File: config.mk
export PLATFORM = sky130hd
export DESIGN_NAME = nor_cmd_seq
export DESIGN_NICKNAME = d
export VERILOG_FILES = /design/src/rtl/nor_seq_pkg.sv /design/src/rtl/nor_bus_engine.sv /design/src/rtl/nor_op_timer.sv /design/src/rtl/nor_status_eval.sv /design/src/rtl/nor_cmd_seq.sv
export SDC_FILE = /design/constraint.sdc
export NUM_CORES = 1
export LEC_CHECK = 0
export BUFFER_PORTS_ARGS = -buffer_cell sky130_fd_sc_hd__buf_2
export CORE_UTILIZATION = 31
export CTS_CLUSTER_SIZE = 16
export DETAILED_ROUTE_END_ITERATION = 8
export PLACE_DENSITY = 0.57
export SYNTH_ARGS = -nofsm -noshare
export SYNTH_HDL_FRONTEND = slang
export SYNTH_SLANG_ARGS = --single-unit
export TNS_END_PERCENT = 20
File: constraint.sdc
create_clock -name clk -period 2.7 [get_ports clk]
set_input_delay 0.54 -clock clk [delete_from_list [all_inputs] [get_ports clk]]
set_output_delay 0.54 -clock clk [all_outputs]
set_load 0.02 [all_outputs]
File: src/rtl/nor_seq_pkg.sv
package nor_seq_pkg;

  localparam logic [2:0] OP_PROG   = 3'd0;
  localparam logic [2:0] OP_ERASE  = 3'd1;
  localparam logic [2:0] OP_LOCK   = 3'd2;
  localparam logic [2:0] OP_UNLOCK = 3'd3;
  localparam logic [2:0] OP_QUERY  = 3'd4;

  localparam logic [1:0] RES_OK      = 2'd0;
  localparam logic [1:0] RES_TIMEOUT = 2'd1;
  localparam logic [1:0] RES_DIRTY   = 2'd2;
  localparam logic [1:0] RES_STATUS  = 2'd3;

  localparam logic [7:0] C_PROG_SETUP = 8'h40;
  localparam logic [7:0] C_CLR_STAT   = 8'h50;
  localparam logic [7:0] C_ERS_SETUP  = 8'h20;
  localparam logic [7:0] C_CONFIRM    = 8'hD0;
  localparam logic [7:0] C_SUSPEND    = 8'hB0;
  localparam logic [7:0] C_READ_ARR   = 8'hFF;
  localparam logic [7:0] C_LOCK_SETUP = 8'h60;
  localparam logic [7:0] C_LOCK_SET   = 8'h01;
  localparam logic [7:0] C_RD_STAT    = 8'h70;
  localparam logic [7:0] C_RD_ID      = 8'h90;

  localparam logic [31:0] READY_MASK = 32'h0080_0080;
  localparam logic [31:0] CLEAN_STAT = 32'h0080_0080;
  localparam logic [31:0] LOCK_MASK  = 32'h0001_0001;

  typedef enum logic [1:0] {B_IDLE, B_STRB, B_GAP} bus_st_e;

  typedef enum logic [4:0] {
    ST_IDLE, ST_PCHK, ST_P_SETUP, ST_P_DATA, ST_P_POLL,
    ST_E_CLR, ST_E_SETUP, ST_E_CONF, ST_E_POLL, ST_E_SUSP, ST_E_RA, ST_E_CLR2,
    ST_L_CLR, ST_L_SETUP, ST_L_ARG, ST_L_POLL,
    ST_Q_STAT, ST_Q_POLL, ST_Q_ID, ST_Q_READ,
    ST_FIN, ST_DONE
  } seq_st_e;

  function automatic logic [31:0] rep(input logic [7:0] c);
    return {8'h00, c, 8'h00, c};
  endfunction

endpackage

File: src/rtl/nor_bus_engine.sv
module nor_bus_engine
  import nor_seq_pkg::*;
#(
  parameter int AW   = 24,
  parameter int WAIT = 2
) (
  input  logic          clk,
  input  logic          rst_n,
  input  logic          start,
  input  logic          wr,
  input  logic [AW-1:0] addr,
  input  logic [31:0]   wdata,
  output logic          idle,
  output logic          ack,
  output logic [31:0]   rdata,
  output logic [AW-1:0] fl_addr,
  output logic [31:0]   fl_wdata,
  input  logic [31:0]   fl_rdata,
  output logic          fl_wr_n,
  output logic          fl_rd_n
);
  localparam int CNTW = (WAIT > 1) ? $clog2(WAIT) : 1;
  localparam logic [CNTW-1:0] CNT_LOAD = CNTW'(WAIT - 1);

  bus_st_e         st;
  logic [CNTW-1:0] cnt;
  logic            wr_q;

  always_ff @(posedge clk or negedge rst_n) begin
    if (!rst_n) begin
      st       <= B_IDLE;
      cnt      <= '0;
      wr_q     <= 1'b0;
      fl_addr  <= '0;
      fl_wdata <= '0;
      rdata    <= '0;
    end else begin
      case (st)
        B_IDLE: if (start) begin
          st       <= B_STRB;
          cnt      <= CNT_LOAD;
          wr_q     <= wr;
          fl_addr  <= addr;
          fl_wdata <= wdata;
        end
        B_STRB: begin
          if (cnt == '0) begin
            st <= B_GAP;
            if (!wr_q) rdata <= fl_rdata;
          end else begin
            cnt <= cnt - 1'b1;
          end
        end
        default: st <= B_IDLE;
      endcase
    end
  end

  assign idle    = (st == B_IDLE);
  assign ack     = (st == B_GAP);
  assign fl_wr_n = !((st == B_STRB) && wr_q);
  assign fl_rd_n = !((st == B_STRB) && !wr_q);

  assert_strobe_excl_R13: assert property (@(posedge clk) disable iff (!rst_n)
    !(!fl_wr_n && !fl_rd_n));
  assert_gap_wr_R13: assert property (@(posedge clk) disable iff (!rst_n)
    $rose(fl_wr_n) |=> (fl_wr_n && fl_rd_n));
  assert_gap_rd_R13: assert property (@(posedge clk) disable iff (!rst_n)
    $rose(fl_rd_n) |=> (fl_wr_n && fl_rd_n));
  assert_addr_hold_R13: assert property (@(posedge clk) disable iff (!rst_n)
    (!fl_wr_n && $past(!fl_wr_n)) |-> $stable(fl_addr) && $stable(fl_wdata));

endmodule

File: src/rtl/nor_op_timer.sv
module nor_op_timer #(
  parameter int CW = 21
) (
  input  logic          clk,
  input  logic          rst_n,
  input  logic          clear,
  input  logic [CW-1:0] limit,
  output logic          expired
);
  logic [CW-1:0] cnt;

  always_ff @(posedge clk or negedge rst_n) begin
    if (!rst_n)             cnt <= '0;
    else if (clear)         cnt <= '0;
    else if (cnt != '1)     cnt <= cnt + 1'b1;
  end

  assign expired = (cnt >= limit);

  assert_clear_R4: assert property (@(posedge clk) disable iff (!rst_n)
    (clear && limit != '0 && $stable(limit)) |=> !expired || limit != $past(limit));

endmodule

File: src/rtl/nor_status_eval.sv
module nor_status_eval
  import nor_seq_pkg::*;
(
  input  logic [31:0] word,
  input  logic [31:0] newdata,
  output logic        ready,
  output logic        clean,
  output logic        lock_bit,
  output logic        erased_ok
);
  assign ready     = ((word & READY_MASK) == READY_MASK);
  assign clean     = (word == CLEAN_STAT);
  assign lock_bit  = |(word & LOCK_MASK);
  assign erased_ok = ((word & newdata) == newdata);
endmodule

File: src/rtl/nor_cmd_seq.sv
module nor_cmd_seq
  import nor_seq_pkg::*;
#(
  parameter int AW     = 24,
  parameter int SECT_W = 15,
  parameter int WAIT   = 2,
  parameter int PRG_TO = 4096,
  parameter int ERS_TO = 1048576,
  parameter int LCK_TO = 65536
) (
  input  logic          clk,
  input  logic          rst_n,
  input  logic          req_valid,
  output logic          req_ready,
  input  logic [2:0]    req_op,
  input  logic [AW-1:0] req_addr,
  input  logic [31:0]   req_data,
  output logic          done,
  output logic [1:0]    result,
  output logic          locked,
  output logic [AW-1:0] fl_addr,
  output logic [31:0]   fl_wdata,
  input  logic [31:0]   fl_rdata,
  output logic          fl_wr_n,
  output logic          fl_rd_n
);
  localparam int MAX_TO = (PRG_TO > ERS_TO) ? ((PRG_TO > LCK_TO) ? PRG_TO : LCK_TO)
                                            : ((ERS_TO > LCK_TO) ? ERS_TO : LCK_TO);
  localparam int CW = $clog2(MAX_TO + 2);
  localparam logic [AW-1:0] BASE_MASK = ~((AW'(1) << SECT_W) - AW'(1));

  seq_st_e       st;
  logic [2:0]    op_q;
  logic [AW-1:0] addr_q;
  logic [31:0]   data_q;
  logic [1:0]    res_q;
  logic          lock_q;
  logic [CW-1:0] limit_q;
  logic [AW-1:0] base;

  logic          acc_on, acc_wr, acc_poll;
  logic [AW-1:0] acc_addr;
  logic [31:0]   acc_wdata;
  logic          bus_idle, bus_ack, acc_start;
  logic [31:0]   bus_rdata;
  logic          s_ready, s_clean, s_lock, s_erased, t_expired;

  assign base = addr_q & BASE_MASK;

  always_comb begin
    acc_on    = 1'b1;
    acc_wr    = 1'b1;
    acc_poll  = 1'b0;
    acc_addr  = base;
    acc_wdata = rep(C_READ_ARR);
    case (st)
      ST_PCHK:    begin acc_wr = 1'b0; acc_addr = addr_q; end
      ST_P_SETUP: begin acc_addr = addr_q; acc_wdata = rep(C_PROG_SETUP); end
      ST_P_DATA:  begin acc_addr = addr_q; acc_wdata = data_q; end
      ST_P_POLL:  begin acc_wr = 1'b0; acc_poll = 1'b1; acc_addr = addr_q; end
      ST_E_CLR, ST_E_CLR2, ST_L_CLR: acc_wdata = rep(C_CLR_STAT);
      ST_E_SETUP: acc_wdata = rep(C_ERS_SETUP);
      ST_E_CONF:  acc_wdata = rep(C_CONFIRM);
      ST_E_SUSP:  acc_wdata = rep(C_SUSPEND);
      ST_E_RA:    acc_wdata = rep(C_READ_ARR);
      ST_L_SETUP: acc_wdata = rep(C_LOCK_SETUP);
      ST_L_ARG:   acc_wdata = (op_q == OP_LOCK) ? rep(C_LOCK_SET) : rep(C_CONFIRM);
      ST_Q_STAT:  acc_wdata = rep(C_RD_STAT);
      ST_Q_ID:    acc_wdata = rep(C_RD_ID);
      ST_E_POLL, ST_L_POLL, ST_Q_POLL: begin acc_wr = 1'b0; acc_poll = 1'b1; end
      ST_Q_READ:  begin acc_wr = 1'b0; acc_addr = base + AW'(2); end
      ST_FIN:     acc_addr = (op_q == OP_PROG) ? addr_q : base;
      default:    acc_on = 1'b0;
    endcase
  end

  assign acc_start = acc_on && bus_idle;

  nor_bus_engine #(.AW(AW), .WAIT(WAIT)) u_bus (
    .clk(clk), .rst_n(rst_n), .start(acc_start), .wr(acc_wr), .addr(acc_addr),
    .wdata(acc_wdata), .idle(bus_idle), .ack(bus_ack), .rdata(bus_rdata),
    .fl_addr(fl_addr), .fl_wdata(fl_wdata), .fl_rdata(fl_rdata),
    .fl_wr_n(fl_wr_n), .fl_rd_n(fl_rd_n)
  );

  nor_op_timer #(.CW(CW)) u_timer (
    .clk(clk), .rst_n(rst_n), .clear(!acc_poll), .limit(limit_q), .expired(t_expired)
  );

  nor_status_eval u_eval (
    .word(bus_rdata), .newdata(data_q), .ready(s_ready), .clean(s_clean),
    .lock_bit(s_lock), .erased_ok(s_erased)
  );

  always_ff @(posedge clk or negedge rst_n) begin
    if (!rst_n) begin
      st      <= ST_IDLE;
      op_q    <= OP_PROG;
      addr_q  <= '0;
      data_q  <= '0;
      res_q   <= RES_OK;
      lock_q  <= 1'b0;
      limit_q <= '0;
    end else begin
      case (st)
        ST_IDLE: if (req_valid) begin
          op_q   <= req_op;
          addr_q <= req_addr;
          data_q <= req_data;
          res_q  <= RES_OK;
          lock_q <= 1'b0;
          case (req_op)
            OP_PROG:   begin st <= ST_PCHK;   limit_q <= CW'(PRG_TO); end
            OP_ERASE:  begin st <= ST_E_CLR;  limit_q <= CW'(ERS_TO); end
            OP_LOCK, OP_UNLOCK:
                       begin st <= ST_L_CLR;  limit_q <= CW'(LCK_TO); end
            OP_QUERY:  begin st <= ST_Q_STAT; limit_q <= CW'(ERS_TO); end
            default:   begin st <= ST_DONE;   res_q <= RES_STATUS; end
          endcase
        end
        ST_DONE: st <= ST_IDLE;
        default: if (bus_ack) begin
          case (st)
            ST_PCHK: if (s_erased) st <= ST_P_SETUP;
                     else begin res_q <= RES_DIRTY; st <= ST_DONE; end
            ST_P_SETUP: st <= ST_P_DATA;
            ST_P_DATA:  st <= ST_P_POLL;
            ST_P_POLL: if (s_ready) st <= ST_FIN;
                       else if (t_expired) begin res_q <= RES_TIMEOUT; st <= ST_FIN; end
            ST_E_CLR:   st <= ST_E_SETUP;
            ST_E_SETUP: st <= ST_E_CONF;
            ST_E_CONF:  st <= ST_E_POLL;
            ST_E_POLL: if (s_ready) st <= ST_E_CLR2;
                       else if (t_expired) begin res_q <= RES_TIMEOUT; st <= ST_E_SUSP; end
            ST_E_SUSP:  st <= ST_E_RA;
            ST_E_RA:    st <= ST_E_CLR2;
            ST_E_CLR2:  st <= ST_FIN;
            ST_L_CLR:   st <= ST_L_SETUP;
            ST_L_SETUP: st <= ST_L_ARG;
            ST_L_ARG:   st <= ST_L_POLL;
            ST_L_POLL: if (s_ready) begin
                         res_q <= s_clean ? RES_OK : RES_STATUS;
                         st <= ST_FIN;
                       end else if (t_expired) begin res_q <= RES_TIMEOUT; st <= ST_FIN; end
            ST_Q_STAT:  st <= ST_Q_POLL;
            ST_Q_POLL: if (s_ready) st <= ST_Q_ID;
                       else if (t_expired) begin
                         res_q <= RES_TIMEOUT; lock_q <= 1'b1; st <= ST_FIN;
                       end
            ST_Q_ID:    st <= ST_Q_READ;
            ST_Q_READ:  begin lock_q <= s_lock; st <= ST_FIN; end
            ST_FIN:     st <= ST_DONE;
            default:    st <= ST_IDLE;
          endcase
        end
      endcase
    end
  end

  assign req_ready = (st == ST_IDLE);
  assign done      = (st == ST_DONE);
  assign result    = res_q;
  assign locked    = lock_q;

  assert_cmd_rep_R1: assert property (@(posedge clk) disable iff (!rst_n)
    (!fl_wr_n && st != ST_P_POLL && op_q != OP_PROG) |-> fl_wdata[31:16] == fl_wdata[15:0]);
  assert_dirty_prog_R2: assert property (@(posedge clk) disable iff (!rst_n)
    (done && result == RES_DIRTY) |-> op_q == OP_PROG);
  assert_status_err_R7: assert property (@(posedge clk) disable iff (!rst_n)
    (done && result == RES_STATUS) |-> (op_q == OP_LOCK || op_q == OP_UNLOCK || op_q > OP_QUERY));
  assert_query_to_R10: assert property (@(posedge clk) disable iff (!rst_n)
    (done && op_q == OP_QUERY && result == RES_TIMEOUT) |-> locked);
  assert_done_pulse_R11: assert property (@(posedge clk) disable iff (!rst_n)
    done |=> !done);
  assert_accept_R11: assert property (@(posedge clk) disable iff (!rst_n)
    (req_valid && req_ready) |=> !req_ready);
  assert_idle_bus_R11: assert property (@(posedge clk) disable iff (!rst_n)
    req_ready |-> (fl_wr_n && fl_rd_n));

endmodule

==> results.yml <==
power_and_ir_drop:
  cellLeakagePower_nw: 5.208
  powerDensity_nw_per_um2: 519.6
  irDropWorstVdd_mv: 0.3006
  design_power_total_w: 0.005425
layout:
  final_cell_area_um2: 10440
  finish.net_count: 1084
  syn2layout_area_growth_pct: 22.04
  share_of_layout_cells_above_drive_strength_1_pct: 32.06
  finalCoreUtilization_pct: 38.63
global_routing:
  grt_first_pass_wirelength_um: 37820
  global_route.overflow_total: 0
  via_count_of_the_first_global_routing_pass: 6646
  antenna_found_initial: 1
  grt_start_max_net_pins: 69
  grtUsageTotal_pct: 17.33
detailed_routing:
  drt-initial-drc-count: 572
  drt_first_pass_iters: 7
  ant_nets: 0
  post_drt_wl_per_cell_um: 17.76
  via_per_inst: 5.029
  detail_route.drc_violations: 0
  drt_wl_total_um: 23790
  vias: 6739
outcome:
  status: "completed"
timing:
  fin_ws_ps: 197.5
  clock-skew-final_ps: 22.45
  timing.final.setup_violations: 0
  tns_ps: 0
  final_min_period_over_clock_period_pct: 92.68
  period_needed_ps: 2502
  transition_time_at_the_pin_with_the_least_slew_margin_ps: 1049
  timing.slew.headroom_pct: 30.04
  setup_repair_after_global_routing_missed_its_margin: "no"
  finalHoldViolCount: 0
  max_clock_freq_ghz: 0.3996
  number_of_pins_exceeding_their_max_slew_limit_in_the_final_report: 0
synth:
  synth.lib_cells_used.distinct: 66
  seq_area_frac_synth_pct: 53.52
  synth_simple_gate_area_share_pct: 17.77
  synth-main-ff-cell: "sky130_fd_sc_hd__dfrtp_1"
  yosysWarnings: 0
  synth_top_family_by_area: "simple AND/OR/NAND/NOR gates"
  synth.largest_area_cell: "sky130_fd_sc_hd__dfrtp_1"
  async_flop_share_pct: 100.0
  yosys.cell_count.top_type: "sky130_fd_sc_hd__dfrtp_1"
  syn_nets: 930
  synth.cells.most_frequent: "sky130_fd_sc_hd__dfrtp_1, sky130_fd_sc_hd__nand2_1, sky130_fd_sc_hd__mux2_2, sky130_fd_sc_hd__nor2_1, sky130_fd_sc_hd__o21ai_0"
  synth.avg_cell_area_um2: 10.30
  synth.mux.area_fraction_pct: 12.09
  synth_fa_ha_area_share_pct: 0.7312
  syn-cell-area_um2: 8556
  synth_compound_area_share_pct: 10.66
  postSynthCellCount: 831
  synth_xor_xnor_area_share_pct: 1.945
  synth_enable_flop_cells: 0
  synth_largest_type_area_fraction_pct: 53.52
  ys_ff_latch: 183
  yosys-top-cells-area: "sky130_fd_sc_hd__dfrtp_1, sky130_fd_sc_hd__mux2_2, sky130_fd_sc_hd__nand2_1"
critical_path:
  worst_path_max_delay_cell: "sky130_fd_sc_hd__dfrtp_1"
  start_kind: "flip-flop"
  cp_cell_sequence: "buf_4, nor3b_1, and2_1, buf_2"
  worstPathBufferInverterCount: 2
  gate_family_responsible_for_the_most_delay_along_the_worst_path: "simple AND/OR/NAND/NOR gates"
  path_class: "flip-flop to primary output"
  capturing_element_type_of_the_critical_path: "primary output"
  worst_ep_required_time_ps: 2160
  cp_max_fo: 9
  cp_slowest_stage_delay_ps: 510
  cp.arrival_ps: 1960
clock_tree:
  ctsRootBufferMaster: "sky130_fd_sc_hd__clkbuf_16"
  cts.htree.levels: 4
  tritoncts: "done"
  clk-insertion-delay-late_ps: 440
  worst_setup_hold_path_clk_slew_ps: 80
  clk_path_buf_depth: 2
  tritoncts_num_sinks: 183
  tritoncts.num_buffers: 17
place:
  dp_hpwl_um: 17220
  pre_cts_ws_ps: 317.7
  place.gp.congestion: 0.9495
  placed_area_um2: 9827
  number_of_port_buffers: 156
job:
  drv.max_cap_violation_count: 0
floorplan:
  height_of_the_die_um: 168.1
  core_um2: 27030
  boundaryPins: 157
  dieWidth_um: 168.1
  start_util_pct: 31.66
  std_cell_rows: 60
  die_area_um2: 28270
worst_hold_path:
  worst_hold_path_type: "input pin to asynchronous set/reset pin"
[placed cells by master, fill, tap and decap left out, types with 4 or more instances in the layout]
cell	instances
sky130_fd_sc_hd__nor3_1	10
sky130_fd_sc_hd__a21oi_1	35
sky130_fd_sc_hd__inv_1	25
sky130_fd_sc_hd__nand2_1	136
sky130_fd_sc_hd__buf_4	21
sky130_fd_sc_hd__o2111ai_1	7
sky130_fd_sc_hd__xor2_1	12
sky130_fd_sc_hd__dfrtp_1	183
sky130_fd_sc_hd__ha_1	5
sky130_fd_sc_hd__mux2_2	91
sky130_fd_sc_hd__a211oi_1	4
sky130_fd_sc_hd__clkbuf_16	17
sky130_fd_sc_hd__nor2_1	60
sky130_fd_sc_hd__nor2b_1	9
sky130_fd_sc_hd__nor3b_1	4
sky130_fd_sc_hd__a31oi_1	4
sky130_fd_sc_hd__o21ai_0	47
sky130_fd_sc_hd__xnor2_1	7
sky130_fd_sc_hd__nor4_1	12
sky130_fd_sc_hd__nand3_1	26
sky130_fd_sc_hd__buf_2	155
sky130_fd_sc_hd__nand4_1	10
sky130_fd_sc_hd__nand2b_1	24
sky130_fd_sc_hd__clkinv_8	6
[stage by stage]
step	hold WS [ps]	cells
finish	65.48	1340
global route	95.20	1340
CTS	77.17	1339
detailed placement	450.4	1307
global placement	438.8	1307
floorplan	244.4	831
[routing by layer]
layer	up-vias	global-route usage [%]	wire, µm
met2	194	25.85	10420
met1	3312	25.71	12010
met5	-	0	0
li1	3222	-	-
met4	0	4.348	228
met3	11	3.244	1137
[worst paths after layout]
kind / startpoint / slack, ps / cells after the start / to
worst max-delay path: st[3]$_DFFE_PN0P_ / 200 / 4 / done
worst min-delay path: rst_n / 70 / 1 / addr_q[16]$_DFFE_PN0P_
worst max register to register: st[0]$_DFFE_PN0P_ / 270 / 5 / u_bus.fl_addr[4]$_DFFE_PN0P_
worst min register to register: addr_q[20]$_DFFE_PN0P_ / 470 / 2 / u_bus.fl_addr[20]$_DFFE_PN0P_
max in group asynchronous: rst_n / 1890 / 2 / st[4]$_DFFE_PN0P_
min in group clk: fl_rdata[8] / 320 / 3 / u_bus.rdata[8]$_DFFE_PN0P_
[layout make-up]
| class | count | area, µm² |
|---|---|---|
| timing repair buffer | 180 | 1005 |
| tap | 341 | 426.7 |
| clock inverter | 15 | 181.4 |
| multi-input combinational | 578 | 3727 |
| clock buffer | 17 | 425.4 |
| fill | 2701 | 16580 |
| inverter | 25 | 93.84 |
| antenna | 1 | 2.502 |
| sequential | 183 | 4579 |
[flip-flops by register name, indices dropped and copies added, names as in the netlist]
register,count
addr_q,24
data_q,32
limit_q,3
locked,1
op_q,3
result,2
st,5
u_bus.cnt,1
u_bus.fl_addr,24
u_bus.fl_wdata,32
u_bus.rdata,32
u_bus.st,2
u_bus.wr_q,1
u_timer.cnt,21
[cell families after synthesis]
family / Yosys count
AO/OA/AOI/OAI: 141
adder cells (fa/ha/maj): 5
multiplexers: 92
XOR/XNOR: 19
AND/OR/NAND/NOR: 321
flip-flops: 183
buffers and inverters: 70
[timing repair]
action / in CTS / in global routing
endpoints found under the setup margin: 0 / 1
setup buffers: 0 / 0
hold buffers: 0 / 0
gates resized for setup: 0 / 1
[power breakdown]
group | switching, W | internal [W]
clock | 0.00129 | 0.00126
combinational | 0.0000847 | 0.0000571
sequential | 0 | 0.00274
total | 0.00137 | 0.00405
(Power assumes the default switching activity.)
